<file path="src/rtl/clkctl_pkg.sv">
package clkctl_pkg;

   localparam int unsigned REG_W = 32;
   localparam int unsigned NLANE = REG_W / 8;

   localparam int unsigned B_MSI_ON   = 0;
   localparam int unsigned B_MSI_RDY  = 1;
   localparam int unsigned B_MSI_RNG  = 4;
   localparam int unsigned B_HSI_ON   = 8;
   localparam int unsigned B_HSI_RDY  = 10;
   localparam int unsigned B_HSE_ON   = 16;
   localparam int unsigned B_HSE_RDY  = 17;
   localparam int unsigned B_CSS_EN   = 19;
   localparam int unsigned B_HSE_DIV  = 20;
   localparam int unsigned B_SUP_SEL  = 21;
   localparam int unsigned B_PLL_ON   = 24;
   localparam int unsigned B_PLL_RDY  = 25;

   localparam logic [REG_W-1:0] RES_MASK = 32'hFCC4_FA0C;

   typedef struct packed {
      logic       pll_on;
      logic       sup_sel;
      logic       hse_div;
      logic       css_en;
      logic       hse_on;
      logic       hsi_on;
      logic [3:0] msi_range;
      logic       msi_on;
   } ctl_t;

endpackage

</file>
<file path="src/rtl/clkctl_strobe_expand.sv">
module clkctl_strobe_expand #(
   parameter int unsigned LANES = 4
) (
   input  logic [LANES-1:0]   be,
   output logic [8*LANES-1:0] bit_mask
);

   for (genvar g = 0; g < LANES; g++) begin : g_lane
      assign bit_mask[8*g +: 8] = {8{be[g]}};
   end

endmodule

</file>
<file path="src/rtl/clkctl_next.sv">
module clkctl_next
   import clkctl_pkg::*;
(
   input  ctl_t             cur,
   input  logic [REG_W-1:0] wmask,
   input  logic [REG_W-1:0] wdata,
   input  logic             pll_is_sysclk,
   input  logic             hse_rdy,
   input  logic             lowpower_req,
   output ctl_t             nxt
);

   logic sup_open;
   logic pll_wr_ok;
   logic unused_bits;

   // selector may move only while the external oscillator is fully off
   assign sup_open  = !cur.hse_on && !hse_rdy;
   // a clear of the PLL enable is refused while the PLL is the system clock
   assign pll_wr_ok = wdata[B_PLL_ON] || !pll_is_sysclk;

   always_comb begin
      nxt = cur;
      if (wmask[B_MSI_ON]) nxt.msi_on = wdata[B_MSI_ON];
      for (int i = 0; i < 4; i++) begin
         if (wmask[B_MSI_RNG+i]) nxt.msi_range[i] = wdata[B_MSI_RNG+i];
      end
      if (wmask[B_HSI_ON])  nxt.hsi_on  = wdata[B_HSI_ON];
      if (wmask[B_HSE_ON])  nxt.hse_on  = wdata[B_HSE_ON];
      if (wmask[B_HSE_DIV]) nxt.hse_div = wdata[B_HSE_DIV];
      if (wmask[B_SUP_SEL] && sup_open) nxt.sup_sel = wdata[B_SUP_SEL];
      nxt.css_en = cur.css_en | (wmask[B_CSS_EN] & wdata[B_CSS_EN]);
      if (lowpower_req) begin
         nxt.pll_on = 1'b0;
      end else if (wmask[B_PLL_ON] && pll_wr_ok) begin
         nxt.pll_on = wdata[B_PLL_ON];
      end
   end

   assign unused_bits = ^{wmask[31:25], wmask[23:22], wmask[18:17], wmask[15:9], wmask[3:1],
                          wdata[31:25], wdata[23:22], wdata[18:17], wdata[15:9], wdata[3:1]};

endmodule

</file>
<file path="src/rtl/clkctl_css.sv">
module clkctl_css #(
   parameter int unsigned SYNC_STAGES = 2
) (
   input  logic clk,
   input  logic rst_n,
   input  logic css_en,
   input  logic hse_rdy,
   input  logic fail_in,
   output logic armed,
   output logic fail_flag
);

   logic fail_s;

   if (SYNC_STAGES == 0) begin : g_nosync
      assign fail_s = fail_in;
   end else begin : g_sync
      logic [SYNC_STAGES-1:0] chain;
      always_ff @(posedge clk or negedge rst_n) begin
         if (!rst_n) begin
            chain <= '0;
         end else begin
            chain[0] <= fail_in;
            for (int i = 1; i < SYNC_STAGES; i++) chain[i] <= chain[i-1];
         end
      end
      assign fail_s = chain[SYNC_STAGES-1];
   end

   assign armed = css_en && hse_rdy && !fail_flag;

   always_ff @(posedge clk or negedge rst_n) begin
      if (!rst_n)                fail_flag <= 1'b0;
      else if (armed && fail_s)  fail_flag <= 1'b1;
   end

endmodule

</file>
<file path="src/rtl/clkctl_reg.sv">
module clkctl_reg
   import clkctl_pkg::*;
#(
   parameter int unsigned SYNC_STAGES   = 2,
   parameter bit          MSI_ON_RST    = 1'b1,
   parameter logic [3:0]  MSI_RANGE_RST = 4'd6
) (
   input  logic             clk,
   input  logic             rst_n,
   input  logic             sel,
   input  logic             wr_en,
   input  logic [NLANE-1:0] be,
   input  logic [REG_W-1:0] wdata,
   output logic [REG_W-1:0] rdata,
   input  logic             msi_rdy,
   input  logic             hsi_rdy,
   input  logic             hse_rdy,
   input  logic             pll_lock,
   input  logic             pll_is_sysclk,
   input  logic             lowpower_req,
   input  logic             clk_fail,
   output logic             msi_en,
   output logic [3:0]       msi_range,
   output logic             hsi_en,
   output logic             hse_en,
   output logic             hse_div2,
   output logic             supply_sel,
   output logic             pll_en,
   output logic             css_armed,
   output logic             css_fail
);

   localparam ctl_t RST_CTL = '{pll_on: 1'b0, sup_sel: 1'b0, hse_div: 1'b0, css_en: 1'b0,
                                hse_on: 1'b0, hsi_on: 1'b0, msi_range: MSI_RANGE_RST,
                                msi_on: MSI_ON_RST};

   if (SYNC_STAGES > 4) begin : g_bad_sync
      $error("clkctl_reg: SYNC_STAGES must be 0 to 4");
   end
   if (NLANE * 8 != REG_W) begin : g_bad_width
      $error("clkctl_reg: register width must be whole bytes");
   end

   ctl_t             cur;
   ctl_t             nxt;
   logic [REG_W-1:0] lane_mask;
   logic [REG_W-1:0] wmask;

   clkctl_strobe_expand #(.LANES(NLANE)) u_exp (
      .be       (be),
      .bit_mask (lane_mask)
   );

   assign wmask = (sel && wr_en) ? lane_mask : '0;

   clkctl_next u_nxt (
      .cur           (cur),
      .wmask         (wmask),
      .wdata         (wdata),
      .pll_is_sysclk (pll_is_sysclk),
      .hse_rdy       (hse_rdy),
      .lowpower_req  (lowpower_req),
      .nxt           (nxt)
   );

   always_ff @(posedge clk or negedge rst_n) begin
      if (!rst_n) cur <= RST_CTL;
      else        cur <= nxt;
   end

   clkctl_css #(.SYNC_STAGES(SYNC_STAGES)) u_css (
      .clk       (clk),
      .rst_n     (rst_n),
      .css_en    (cur.css_en),
      .hse_rdy   (hse_rdy),
      .fail_in   (clk_fail),
      .armed     (css_armed),
      .fail_flag (css_fail)
   );

   always_comb begin
      rdata                  = '0;
      rdata[B_MSI_ON]        = cur.msi_on;
      rdata[B_MSI_RDY]       = msi_rdy;
      rdata[B_MSI_RNG +: 4]  = cur.msi_range;
      rdata[B_HSI_ON]        = cur.hsi_on;
      rdata[B_HSI_RDY]       = hsi_rdy;
      rdata[B_HSE_ON]        = cur.hse_on;
      rdata[B_HSE_RDY]       = hse_rdy;
      rdata[B_CSS_EN]        = cur.css_en;
      rdata[B_HSE_DIV]       = cur.hse_div;
      rdata[B_SUP_SEL]       = cur.sup_sel;
      rdata[B_PLL_ON]        = cur.pll_on;
      rdata[B_PLL_RDY]       = pll_lock;
   end

   assign msi_en     = cur.msi_on;
   assign msi_range  = cur.msi_range;
   assign hsi_en     = cur.hsi_on;
   assign hse_en     = cur.hse_on;
   assign hse_div2   = cur.hse_div;
   assign supply_sel = cur.sup_sel;
   assign pll_en     = cur.pll_on;

endmodule

</file>
<file path="config.mk">
export PLATFORM = sky130hd
export DESIGN_NAME = clkctl_reg
export DESIGN_NICKNAME = d
export VERILOG_FILES = /design/src/rtl/clkctl_pkg.sv /design/src/rtl/clkctl_strobe_expand.sv /design/src/rtl/clkctl_next.sv /design/src/rtl/clkctl_css.sv /design/src/rtl/clkctl_reg.sv
export SDC_FILE = /design/constraint.sdc
export NUM_CORES = 1
export LEC_CHECK = 0
export BUFFER_PORTS_ARGS = -buffer_cell sky130_fd_sc_hd__buf_2
export CAP_MARGIN = 5
export CELL_PAD_IN_SITES_DETAIL_PLACEMENT = 0
export CELL_PAD_IN_SITES_GLOBAL_PLACEMENT = 1
export CORE_ASPECT_RATIO = 2
export CORE_MARGIN = 4
export CORE_UTILIZATION = 21
export DETAILED_ROUTE_END_ITERATION = 16
export PLACE_DENSITY_LB_ADDON = 0.15
export SLEW_MARGIN = 10
export SYNTH_ARGS = -nofsm -noshare
export SYNTH_HDL_FRONTEND = slang
export SYNTH_SLANG_ARGS = --single-unit
</file>
<file path="constraint.sdc">
create_clock -name clk -period 1.4 [get_ports clk]
set_input_delay 0 -clock clk [delete_from_list [all_inputs] [get_ports clk]]
set_output_delay 0 -clock clk [all_outputs]
set_load 0.03 [all_outputs]
</file>
# After elaboration in Yosys (flattened, before gate mapping)
# Index checks and enable logic that the tools add are counted.
[totals]
register_bits = 14
output_inout_bits = 44
input_bits = 47
word_cells = 31
[classes]
n_reduce_logical = 13
bitwise_logic = 2
n_mux = 3
[ops]
columns = ["operator", "n"]
rows = [
  ["25-bit two-way mux", 1],
  ["1-bit logical AND", 7],
  ["1-bit logical NOT", 4],
  ["1-bit two-way mux", 2],
  ["2-bit nonzero test", 1],
  ["1-bit bitwise AND", 1],
  ["1-bit logical OR", 1],
  ["1-bit OR", 1],
]

# Depth between registers and ports, before layout
# Gate-level depths: netlist of the first run.
[logic_depth]
ltp_word = 5
depth_mapped = 3
depth_no_buf = 3

# Hierarchy
# Synthesis of the first run repeated with hierarchy kept, for this count alone.
[hier_totals]
cells_unflattened = 134
area_unflattened_um2 = 1216.2
[modules_own_cells]
columns = ["mod", "n_inst", "area_each_um2", "cells_per_inst"]
rows = [
  ["clkctl_reg", 1, 745.7, 81],
  ["clkctl_strobe_expand", 1, 240.2, 32],
  ["clkctl_next", 1, 137.6, 16],
  ["clkctl_css", 1, 92.6, 5],
]

# Least setup slack after synthesis of the first run
# Ideal clock, no wire load.
[synth_path]
path_type = "register to register"
startpoint = "register, netlist name hse_en"
endpoint = "register, netlist name supply_sel"
stages_incl_launch_ff = 3
period_less_slack_ps = 1168
arrival_time_ps = 1043
t_required_ps = 1275
n_path_buf = 0
path_slack_ps = 232
cell_sequence = "dfrtp_1 nor3_1 mux2_2"
[synth_between]
elab_chain_cells = 3
[synth_rtl]
columns = ["item", "line_no", "text"]
rows = [
  ["1-bit logical NOT", "clkctl_next.sv:18", "assign sup_open = !cur.hse_on && !hse_rdy;"],
  ["1-bit logical AND", "clkctl_next.sv:18", ""],
  ["1-bit logical AND", "clkctl_next.sv:31", "if (wmask[B_SUP_SEL] && sup_open) nxt.sup_sel = wdata[B_SUP_SEL];"],
]
# Every way passes these cells.
# A chain may end at the register's enable or synchronous reset.

# Final worst setup path of the first run
[layout_path]
startpoint = "register, netlist name hse_en"
endpoint = "register, netlist name supply_sel"
[layout_between]
elab_chain_cells = 3
[layout_rtl]
columns = ["item", "line_no"]
rows = [
  ["1-bit logical NOT", "clkctl_next.sv:18"],
  ["1-bit logical AND", "clkctl_next.sv:18"],
  ["1-bit logical AND", "clkctl_next.sv:31"],
]
# Every way passes these cells.

==> impl_metrics.toml, run 1 <==
[status]
outcome = "completed"

[power]
leakage_nw = 0.5340
power_mw = 1.450
ir_drop_uv = 574.6
power.density_nw_per_um2 = 1368

[cts]
post_cts_buffers = 0
htreeDepth = 1
clockBufferDepth = 2
cts.sinks = 14
clock_latency_ns = 0.24
root_buffer = "clkbuf_8"
cts_tree = "yes"
ctsResizeCount = 0
cts_buffers = 3
clkSlewWorstSetupHoldPaths_ns = 0.06

[sta]
hold_violations = 0
setup_tns_ns = 0
max_clock_freq_mhz = 943.8
maxSlewViolCount = 0
setup_viol = 0
finalCritPeriodShare_pct = 75.68
rsz0062_at_grt = "false"
fin_crit_ns = 1.060
fin_skew_ns = 0.003528

[yosys]
syn_inst = 68
syn-mean-instance-area_sq_um = 11.37
yosysWarnings = 0
synth_seq_area_share_pct = 45.79
synth-seq-cells = 14
synth_area_sq_um = 773.2
ys_types = 15

[grt]
grt_max_degree = 15
track_usage_pct = 7.337
grt_pass1_wl_microns = 2615
overflow = 0
antenna_found_initial = 0
grt_pass1_vias = 558

[worst_hold_path]
hp-start = "pll_lock"
whs_path_depth = 0
worst_hold_path.endpoint = "rdata[25]"
hold_path.class = "input port to primary output"

[setup_path]
crit_fanout = 4
rr_endpoint = "supply_sel$_DFFE_PN0P_"
worst-setup-path-type = "flip-flop to flip-flop"
reg2reg_slack_ns = 0.34
cp-end-kind = "flip-flop"
cp_data_arrival_time_ns = 1.19
critical_path.max_stage_delay_ns = 0.40
crit_chain = "nor3_1 -> mux2_2"
crit_slowest_cell = "dfrtp_1"
crit-reg2reg-launch = "hse_en$_DFFE_PN0P_"
worstRegToRegCells = 2
cp_data_required_time_ns = 1.53
crit_path_start_kind = "flip-flop"

[place]
portBuffers = 46
dpl_cell_area_sq_um = 884.6
dp_hpwl_microns = 1378
place.gp.congestion = 0.6067

[job]
cap_violations = 0

[drt]
vias_per_cell = 3.546
wl_microns = 1730
drt_iter0_markers = 1
routedWlPerCell_microns = 10.61
drt_first_pass_iters = 2
vias = 578
ant_nets = 0
drcViolationCount = 0

[floorplanning]
die-area_sq_um = 4776
core_sq_um = 3568
rows = 31
start_util_pct = 21.67
die_w_microns = 50.91
boundaryPins = 91
die_h_microns = 93.82

[cells_and_area]
n_fill_cell = 401
diodes = 0
nNetsFinal = 162
mostFrequentLayoutCells = "46 x buf_2, 17 x conb_1, 12 x dlygate4sd3_1"
final_layout_size_suffix_gt1_share_pct = 57.02
stdcell_area_sq_um = 1060
final_common_cell = "buf_2"
syn_to_final_growth_pct = 37.06
-- stage by stage --
| stage | util, % | cells | setup WS [ns] | hold WS [ns] |
|---|---|---|---|---|
| 2_1_floorplan | - | 84 | 0.2324 | -0.2956 |
| 3_3_place_gp | 24.79 | 147 | 0.3377 | -0.07609 |
| 3_5_place_dp | 24.79 | 147 | 0.3424 | -0.07017 |
| 4_1_cts | 29.70 | 163 | 0.3300 | 0.0002225 |
| 5_1_grt | 29.70 | 163 | 0.2911 | 0.00004921 |
| 6_report | 29.70 | 163 | 0.3405 | 0.00001319 |
-- synth_stat cells (all sizes together) --
master  instances  area share (%)
nor2            1            0.48
mux2            9              13
nand4           1            0.81
nand2           1            0.48
a41o            1             1.5
buf            32              31
o21ai           1            0.65
conb            1            0.48
dfstp           3              10
a31o            1             1.1
nand3           4             3.2
a21oi           1            0.65
dfrtp          11              36
nor3            1            0.65
-- logic make-up (layout without fill, tap and decap cells) --
family,Yosys count,in the layout,share of synthesized area (%)
other cells,1,17,0.4850
compound gates,4,4,3.882
simple gates,8,8,5.662
flops,14,14,45.79
buf+inv,32,62,31.07
mux,9,9,13.11
-- critical path: cells and delay by family, from the launching register on --
kind	cells	cell delay (ns)
flops	1	0.40
mux	1	0.35
simple gates	1	0.19
-- power breakdown --
group | internal [mW] | leakage [nW] | total (mW) | switching (mW)
clock network | 0.249 | 0.0288 | 0.394 | 0.145
registers | 0.476 | 0.158 | 0.514 | 0.0374
logic | 0.164 | 0.348 | 0.542 | 0.378
-- sequential cells by signal, indices dropped and copies added (netlist names) --
name / count
hse_div2: 1
hse_en: 1
hsi_en: 1
msi_en: 1
msi_range: 4
pll_en: 1
rdata: 1
supply_sel: 1
u_css.fail_flag: 1
u_css.g_sync.chain: 2
-- cell type report --
class                      count  area (sq um)  share of cell area [%]
tap                           49         61.31                   5.785
sequential                    14         354.1                   33.41
multi-input combinational     38         239.0                   22.55
timing repair buffer          58         350.3                   33.06
clock buffer                   4         55.05                   5.195
-- worst max path at each step --
stage | start | endpoint | slack (ns) | cells after the start
3_5_place_dp | hse_en$_DFFE_PN0P_ | supply_sel$_DFFE_PN0P_ | 0.34 | 2
3_3_place_gp | hse_en$_DFFE_PN0P_ | supply_sel$_DFFE_PN0P_ | 0.34 | 2
6_report | hse_en$_DFFE_PN0P_ | supply_sel$_DFFE_PN0P_ | 0.34 | 2
2_1_floorplan | hse_en$_DFFE_PN0P_ | supply_sel$_DFFE_PN0P_ | 0.23 | 2
4_1_cts | hse_en$_DFFE_PN0P_ | supply_sel$_DFFE_PN0P_ | 0.33 | 2
5_1_grt | hse_en$_DFFE_PN0P_ | supply_sel$_DFFE_PN0P_ | 0.29 | 2
-- timing repair --
item / in CTS / in global routing
hold endpoints to repair: 25 / 0
hold buffers: 12 / 0
endpoints found under the setup margin: 0 / 0
-- per-layer routing --
| metal | part of all wire (%) | routed length, microns | global-route usage, % | vias up |
|---|---|---|---|---|
| met2 | 50 | 866 | 12.82 | 46 |
| li1 | - | - | - | 270 |
| met4 | 0.69 | 12 | 4.045 | 0 |
| met5 | 0 | 0 | 0 | - |
| met3 | 13 | 219 | 2.067 | 2 |
| met1 | 36 | 631 | 7.594 | 260 |
No activity file was read; power rests on OpenSTA's default activity.
==> run 2, diff against run 1 <==
--- a/config.mk
+++ b/config.mk
@@ -5,13 +5,14 @@
 export SDC_FILE = /design/constraint.sdc
 export NUM_CORES = 1
 export LEC_CHECK = 0
+export ABC_AREA = 1
 export BUFFER_PORTS_ARGS = -buffer_cell sky130_fd_sc_hd__buf_2
 export CAP_MARGIN = 5
 export CELL_PAD_IN_SITES_DETAIL_PLACEMENT = 0
 export CELL_PAD_IN_SITES_GLOBAL_PLACEMENT = 1
 export CORE_ASPECT_RATIO = 2
 export CORE_MARGIN = 4
-export CORE_UTILIZATION = 21
+export CORE_UTILIZATION = 19
 export DETAILED_ROUTE_END_ITERATION = 16
 export PLACE_DENSITY_LB_ADDON = 0.15
 export SLEW_MARGIN = 10
==> constraint.sdc (replaced) <==
create_clock -name clk -period 0.9 [get_ports clk]
set_input_delay 0 -clock clk [delete_from_list [all_inputs] [get_ports clk]]
set_output_delay 0 -clock clk [all_outputs]
set_load 0.03 [all_outputs]
==> run 2 against run 1 <==
Net effect: the flow now finishes with violations (negative hold slack, negative setup slack); cell area is 11% higher; final cell count up 19%; clock power up 56%.
==> impl_metrics.toml, run 2 <==
[status]
outcome = "finished, violations left"
violations = "negative hold slack, negative setup slack"

[cells_and_area]
final_layout_size_suffix_gt1_share_pct = 43.66
syn_to_final_growth_pct = 41.75
n_fill_cell = 473
diodes = 0
largest_register_ffs = 4
stdcell_area_sq_um = 1172
stdcell_count = 194
final_common_cell = "buf_2"
mostFrequentLayoutCells = "39 x buf_2, 22 x nand2_1, 17 x conb_1"
nNetsFinal = 190

[setup_path]
crit_path_start = "msi_range[2]$_DFFE_PN1P_"
path_buf_inv = 1
cp-end-kind = "primary output"
crit-reg2reg-launch = "rdata[19]$_DFF_PN0_"
worstRegToRegCells = 2
crit_fanout = 3
cp-endpoint = "rdata[6]"
critical_path.max_stage_delay_ns = 0.56
rr_endpoint = "u_css.fail_flag$_DFFE_PN0P_"
crit_family = "flip-flops"
worst-setup-path-type = "flip-flop to primary output"
crit_slowest_cell = "dfstp_2"
reg2reg_slack_ns = 0.06
cp_data_arrival_time_ns = 0.94
crit_path_start_kind = "flip-flop"
path_depth = 1
crit_chain = "buf_6"
cp_data_required_time_ns = 0.90

[floorplanning]
die_h_microns = 101.3
boundaryPins = 91
die-area_sq_um = 5536
core_sq_um = 4170
start_util_pct = 19.83
rows = 33
die_w_microns = 54.65

[yosys]
syn-mean-instance-area_sq_um = 8.706
syn_inst = 95
synth_seq_area_share_pct = 42.81
synth_top_family_by_area = "buffers and inverters"
synthTopCellsByCount = "32 x buf_4, 22 x nand2_1, 11 x dfrtp_1"
synth_fa_ha_area_share_pct = 0
synth_area_sq_um = 827.0
synthTopCellsByArea = "dfrtp_1 33%, buf_4 29%, nand2_1 10%"
synthArstFlopShare_pct = 100.0
synth_simple_gate_area_share_pct = 21.33
synthXorXnorAreaFrac_pct = 0
synth_edf_count = 0
ys_types = 17
synth_top_area_share_pct = 33.28
synth.mux.area_fraction_pct = 0
yosysMostFrequentCell = "buf_4"
synth-seq-cells = 14
synth_compound_area_share_pct = 3.177
synth_top_area_cell = "dfrtp_1"
yosysWarnings = 0
ys.flop_type = "dfrtp_1"

[power]
clkPwrFrac_pct = 27.5
power.density_nw_per_um2 = 1903
combPwrFrac_pct = 37.1
p_switching_mw = 0.8515
p_seq_share_pct = 35.4
ir_drop_uv = 598.0
p_int_mw = 1.379
switching_share_pct = 38.17
leakage_nw = 0.6482

[worst_hold_path]
hold_path.class = "input port to flip-flop"

[sta]
maxSlewViolCount = 0
rsz0062_at_grt = "true"
fin_crit_ns = 0.9432
finalCritPeriodShare_pct = 104.8
hold_slack_ns = -0.004199
worst_slack_ns = -0.04322
setup_viol = 7
fin_skew_ns = 0.003849
max_clock_freq_mhz = 1060
hold_violations = 1
setup_tns_ns = -0.2362

[drt]
vias_per_cell = 3.608
drt_iter0_markers = 8
routedWlPerCell_microns = 10.07
ant_nets = 0
drcViolationCount = 0
wl_microns = 1954
drt_first_pass_iters = 3
vias = 700

[cts]
cts_tree = "yes"
clock_latency_ns = 0.24
cts_buffers = 3
cts.sinks = 14
root_buffer = "clkbuf_8"
clkSlewWorstSetupHoldPaths_ns = 0.06
clockBufferDepth = 2
htreeDepth = 1

[place]
place_inst = 177
portBuffers = 46
dp_hpwl_microns = 1590
dpl_cell_area_sq_um = 944.7
place.gp.congestion = 0.6591

[job]
cap_violations = 0

[grt]
grt_pass1_vias = 708
antenna_found_initial = 0
grt_max_degree = 15
grt_pass1_wl_microns = 3056
track_usage_pct = 7.626
overflow = 0
## run 2: kinds of logic (layout without fill, tap and decap cells)
| kind of cell | Yosys count | after routing |
|---|---|---|
| buf+inv | 39 | 70 |
| simple gates | 37 | 37 |
| flops | 14 | 14 |
| compound gates | 4 | 4 |
| other cells | 1 | 17 |
## run 2: through the flow
| stage | utilization (%) | total power [mW] | worst slack, ns | hold WS (ns) |
|---|---|---|---|---|
| CTS | 28.02 | 2.275 | -0.05815 | 0.0002403 |
| finish | 28.11 | 2.231 | -0.04322 | -0.004199 |
| floorplan | - | 1.471 | 0.005128 | -0.2956 |
| global placement | 22.65 | 1.523 | 0.1374 | -0.07560 |
| detailed placement | 22.65 | 1.527 | 0.1177 | -0.07152 |
| global route | 28.11 | 2.396 | -0.08304 | 0.00004430 |
## run 2: how the worst min path moves through the flow
stage | startpoint | endpoint | slack (ns) | cells after the start
after CTS | msi_rdy | rdata[1] | 0.0002 | 0
after global placement | rst_n | hse_en$_DFFE_PN0P_ | -0.08 | 1
after global routing | pll_lock | rdata[25] | 0.00004 | 0
after floorplan | rst_n | hse_div2$_DFFE_PN0P_ | -0.30 | 0
after detailed placement | rst_n | hse_en$_DFFE_PN0P_ | -0.07 | 1
final | wdata[4] | msi_range[0]$_DFFE_PN0P_ | -0.004 | 3
## run 2: metal layers
metal	track usage [%]	vias to the layer above	share of wire, %
li1	-	339	-
met4	4.607	0	2.3
met5	0	-	0
met1	7.482	319	33
met3	1.325	2	10
met2	13.78	40	54
## run 2: timing repair
action	CTS	global route
buffers inserted	2	1
hold buffers	11	0
gates resized for setup	14	1
hold endpoints to repair	23	0
pin swaps	0	1
setup endpoints to repair	7	8
## run 2: cell type report
cell class | instances | area (sq um) | area share (%)
repair buffers | 59 | 402.9 | 34.37
flip-flops and latches | 14 | 354.1 | 30.20
multi-input cells | 58 | 269.0 | 22.95
well taps | 52 | 65.06 | 5.550
clock buffers | 4 | 55.05 | 4.696
inverters | 7 | 26.28 | 2.241
## run 2: power by group through the flow
| stage | clock [mW] | sequential, mW | combinational, mW |
|---|---|---|---|
| 2_1_floorplan | 0 | 0.935 | 0.536 |
| 3_3_place_gp | 0 | 0.786 | 0.737 |
| 3_5_place_dp | 0 | 0.793 | 0.735 |
| 4_1_cts | 0.652 | 0.793 | 0.830 |
| 5_1_grt | 0.697 | 0.804 | 0.895 |
| 6_report | 0.613 | 0.789 | 0.829 |
==> run 3, diff against run 2 <==
--- a/config.mk
+++ b/config.mk
@@ -14,7 +14,7 @@
 export CORE_MARGIN = 4
 export CORE_UTILIZATION = 19
 export DETAILED_ROUTE_END_ITERATION = 16
-export PLACE_DENSITY_LB_ADDON = 0.15
+export PLACE_DENSITY_LB_ADDON = 0.2
 export SLEW_MARGIN = 10
 export SYNTH_ARGS = -nofsm -noshare
 export SYNTH_HDL_FRONTEND = slang
==> run 3 against run 2 <==
Net effect: the run ends with negative setup slack left; core utilization fell by 0.51 points; first-iteration DRC count is 25% lower; flip-flop and latch count did not move; hold slack better by 0.0042 ns; critical path depth unchanged.
==> impl_metrics.toml, run 3 (same netlist as run 2, synthesis figures left out) <==
[power]
clkPwrFrac_pct = 24.5
power.density_nw_per_um2 = 1846
p_switching_mw = 0.8293
leakage_nw = 0.6354
p_int_mw = 1.296
switching_share_pct = 39.03
combPwrFrac_pct = 38.4
power_mw = 2.125
ir_drop_uv = 683.0
p_seq_share_pct = 37.1

[floorplanning]
die_h_microns = 101.3
die_w_microns = 54.65
rows = 33
start_util_pct = 19.83
boundaryPins = 91
core_sq_um = 4170
die-area_sq_um = 5536

[place]
dpl_cell_area_sq_um = 944.7
dp_hpwl_microns = 1575
place.gp.congestion = 0.6279
place_inst = 177
portBuffers = 46
post-place-ws_ns = 0.1376

[setup_path]
worst-setup-path-type = "flip-flop to primary output"
crit_path_start_kind = "flip-flop"
reg2reg_slack_ns = 0.05
crit_chain = "buf_6"
crit_slowest_cell = "dfstp_2"
crit_fanout = 3
cp_data_required_time_ns = 0.90
rr_endpoint = "u_css.fail_flag$_DFFE_PN0P_"
cp-end-kind = "primary output"
path_buf_inv = 1
crit-reg2reg-launch = "rdata[19]$_DFF_PN0_"
crit_family = "flip-flops"
critical_path.max_stage_delay_ns = 0.56
worstRegToRegCells = 2
path_depth = 1
cp_data_arrival_time_ns = 0.93

[cells_and_area]
final_common_cell = "buf_2"
stdcell_count = 193
syn_to_final_growth_pct = 39.18
nNetsFinal = 189
largest_register_ffs = 4
final_layout_size_suffix_gt1_share_pct = 42.55
stdcell_area_sq_um = 1151
diodes = 0
utilization_pct = 27.60
mostFrequentLayoutCells = "39 x buf_2, 22 x nand2_1, 17 x conb_1"

[sta]
fin_skew_ns = 0.0001420
hold_violations = 0
finalCritPeriodShare_pct = 103.5
max_clock_freq_mhz = 1074
maxSlewViolCount = 0
rsz0062_at_grt = "true"
worst_slack_ns = -0.03148
setup_viol = 6
fin_crit_ns = 0.9315

[drt]
drt_first_pass_iters = 4
ant_nets = 0
routed-wl-met3_microns = 207
met1_length_microns = 647
top_layer_used = "met4"
vias_per_cell = 3.585
wl_microns = 1962
drcViolationCount = 0
routed-wl-met2_microns = 1058
drt_iter0_markers = 6
routedWlPerCell_microns = 10.17
vias = 692

[cts]
cts_buffers = 3
cts.sinks = 14
clock_latency_ns = 0.24
clockBufferDepth = 2
clkSlewWorstSetupHoldPaths_ns = 0.06
cts_tree = "yes"
htreeDepth = 1
root_buffer = "clkbuf_8"

[worst_hold_path]
whs_path_depth = 0
worst_hold_path.endpoint = "rdata[25]"
hp-start = "pll_lock"
hold_path.class = "input port to primary output"

[grt]
grt_pass1_vias = 632
grt_max_degree = 15
grt_pass1_wl_microns = 2684
antenna_found_initial = 0
track_usage_pct = 6.936
overflow = 0

[job]
cap_violations = 0

[status]
violations = "negative setup slack"
outcome = "finished, violations left"
## run 3: metrics by stage
step / TNS [ns] / hold WS (ns)
after global placement: 0 / -0.07661
after global routing: -0.3963 / 0.00008244
final: -0.1691 / 0.00001162
after detailed placement: 0 / -0.07510
after CTS: -0.2742 / 0.0002048
after floorplan: 0 / -0.2956
## run 3: area by class of cell
class	instances	area (sq um)
clock buffers	4	45.04
fillers	473	3019
inverters	7	26.28
multi-input cells	58	269.0
flip-flops and latches	14	354.1
well taps	52	65.06
repair buffers	58	391.6
## run 3: power groups by stage
stage	clock network, mW	logic [mW]	registers [mW]
after detailed placement	0	0.732	0.792
final	0.521	0.816	0.788
after global placement	0	0.735	0.784
after CTS	0.559	0.824	0.792
after global routing	0.585	0.872	0.800
after floorplan	0	0.536	0.935
## run 3: worst max-delay path by stage
stage                             startpoint                endpoint  slack [ns]
detailed placement        hse_en$_DFFE_PN0P_  supply_sel$_DFFE_PN0P_        0.14
global placement          hse_en$_DFFE_PN0P_  supply_sel$_DFFE_PN0P_        0.16
finish                    msi_en$_DFFE_PN1P_                rdata[0]       -0.03
floorplan                 hse_en$_DFFE_PN0P_  supply_sel$_DFFE_PN0P_       0.005
global route              msi_en$_DFFE_PN1P_                rdata[0]       -0.07
CTS                 msi_range[1]$_DFFE_PN1P_                rdata[5]       -0.05
## run 3: per-layer routing
metal  up-vias  track usage (%)
met5         -                0
met4         0            5.566
met3         4            1.325
met2        42            12.50
met1       306            6.108
li1        340                -
## run 3: repair_timing
| action | CTS | global route |
|---|---|---|
| endpoints found under the setup margin | 7 | 7 |
| hold buffers | 11 | 0 |
| hold endpoints to repair | 24 | 0 |
| pin swaps | 1 | 0 |
| buffers inserted | 1 | 0 |
| gates resized for setup | 14 | 0 |
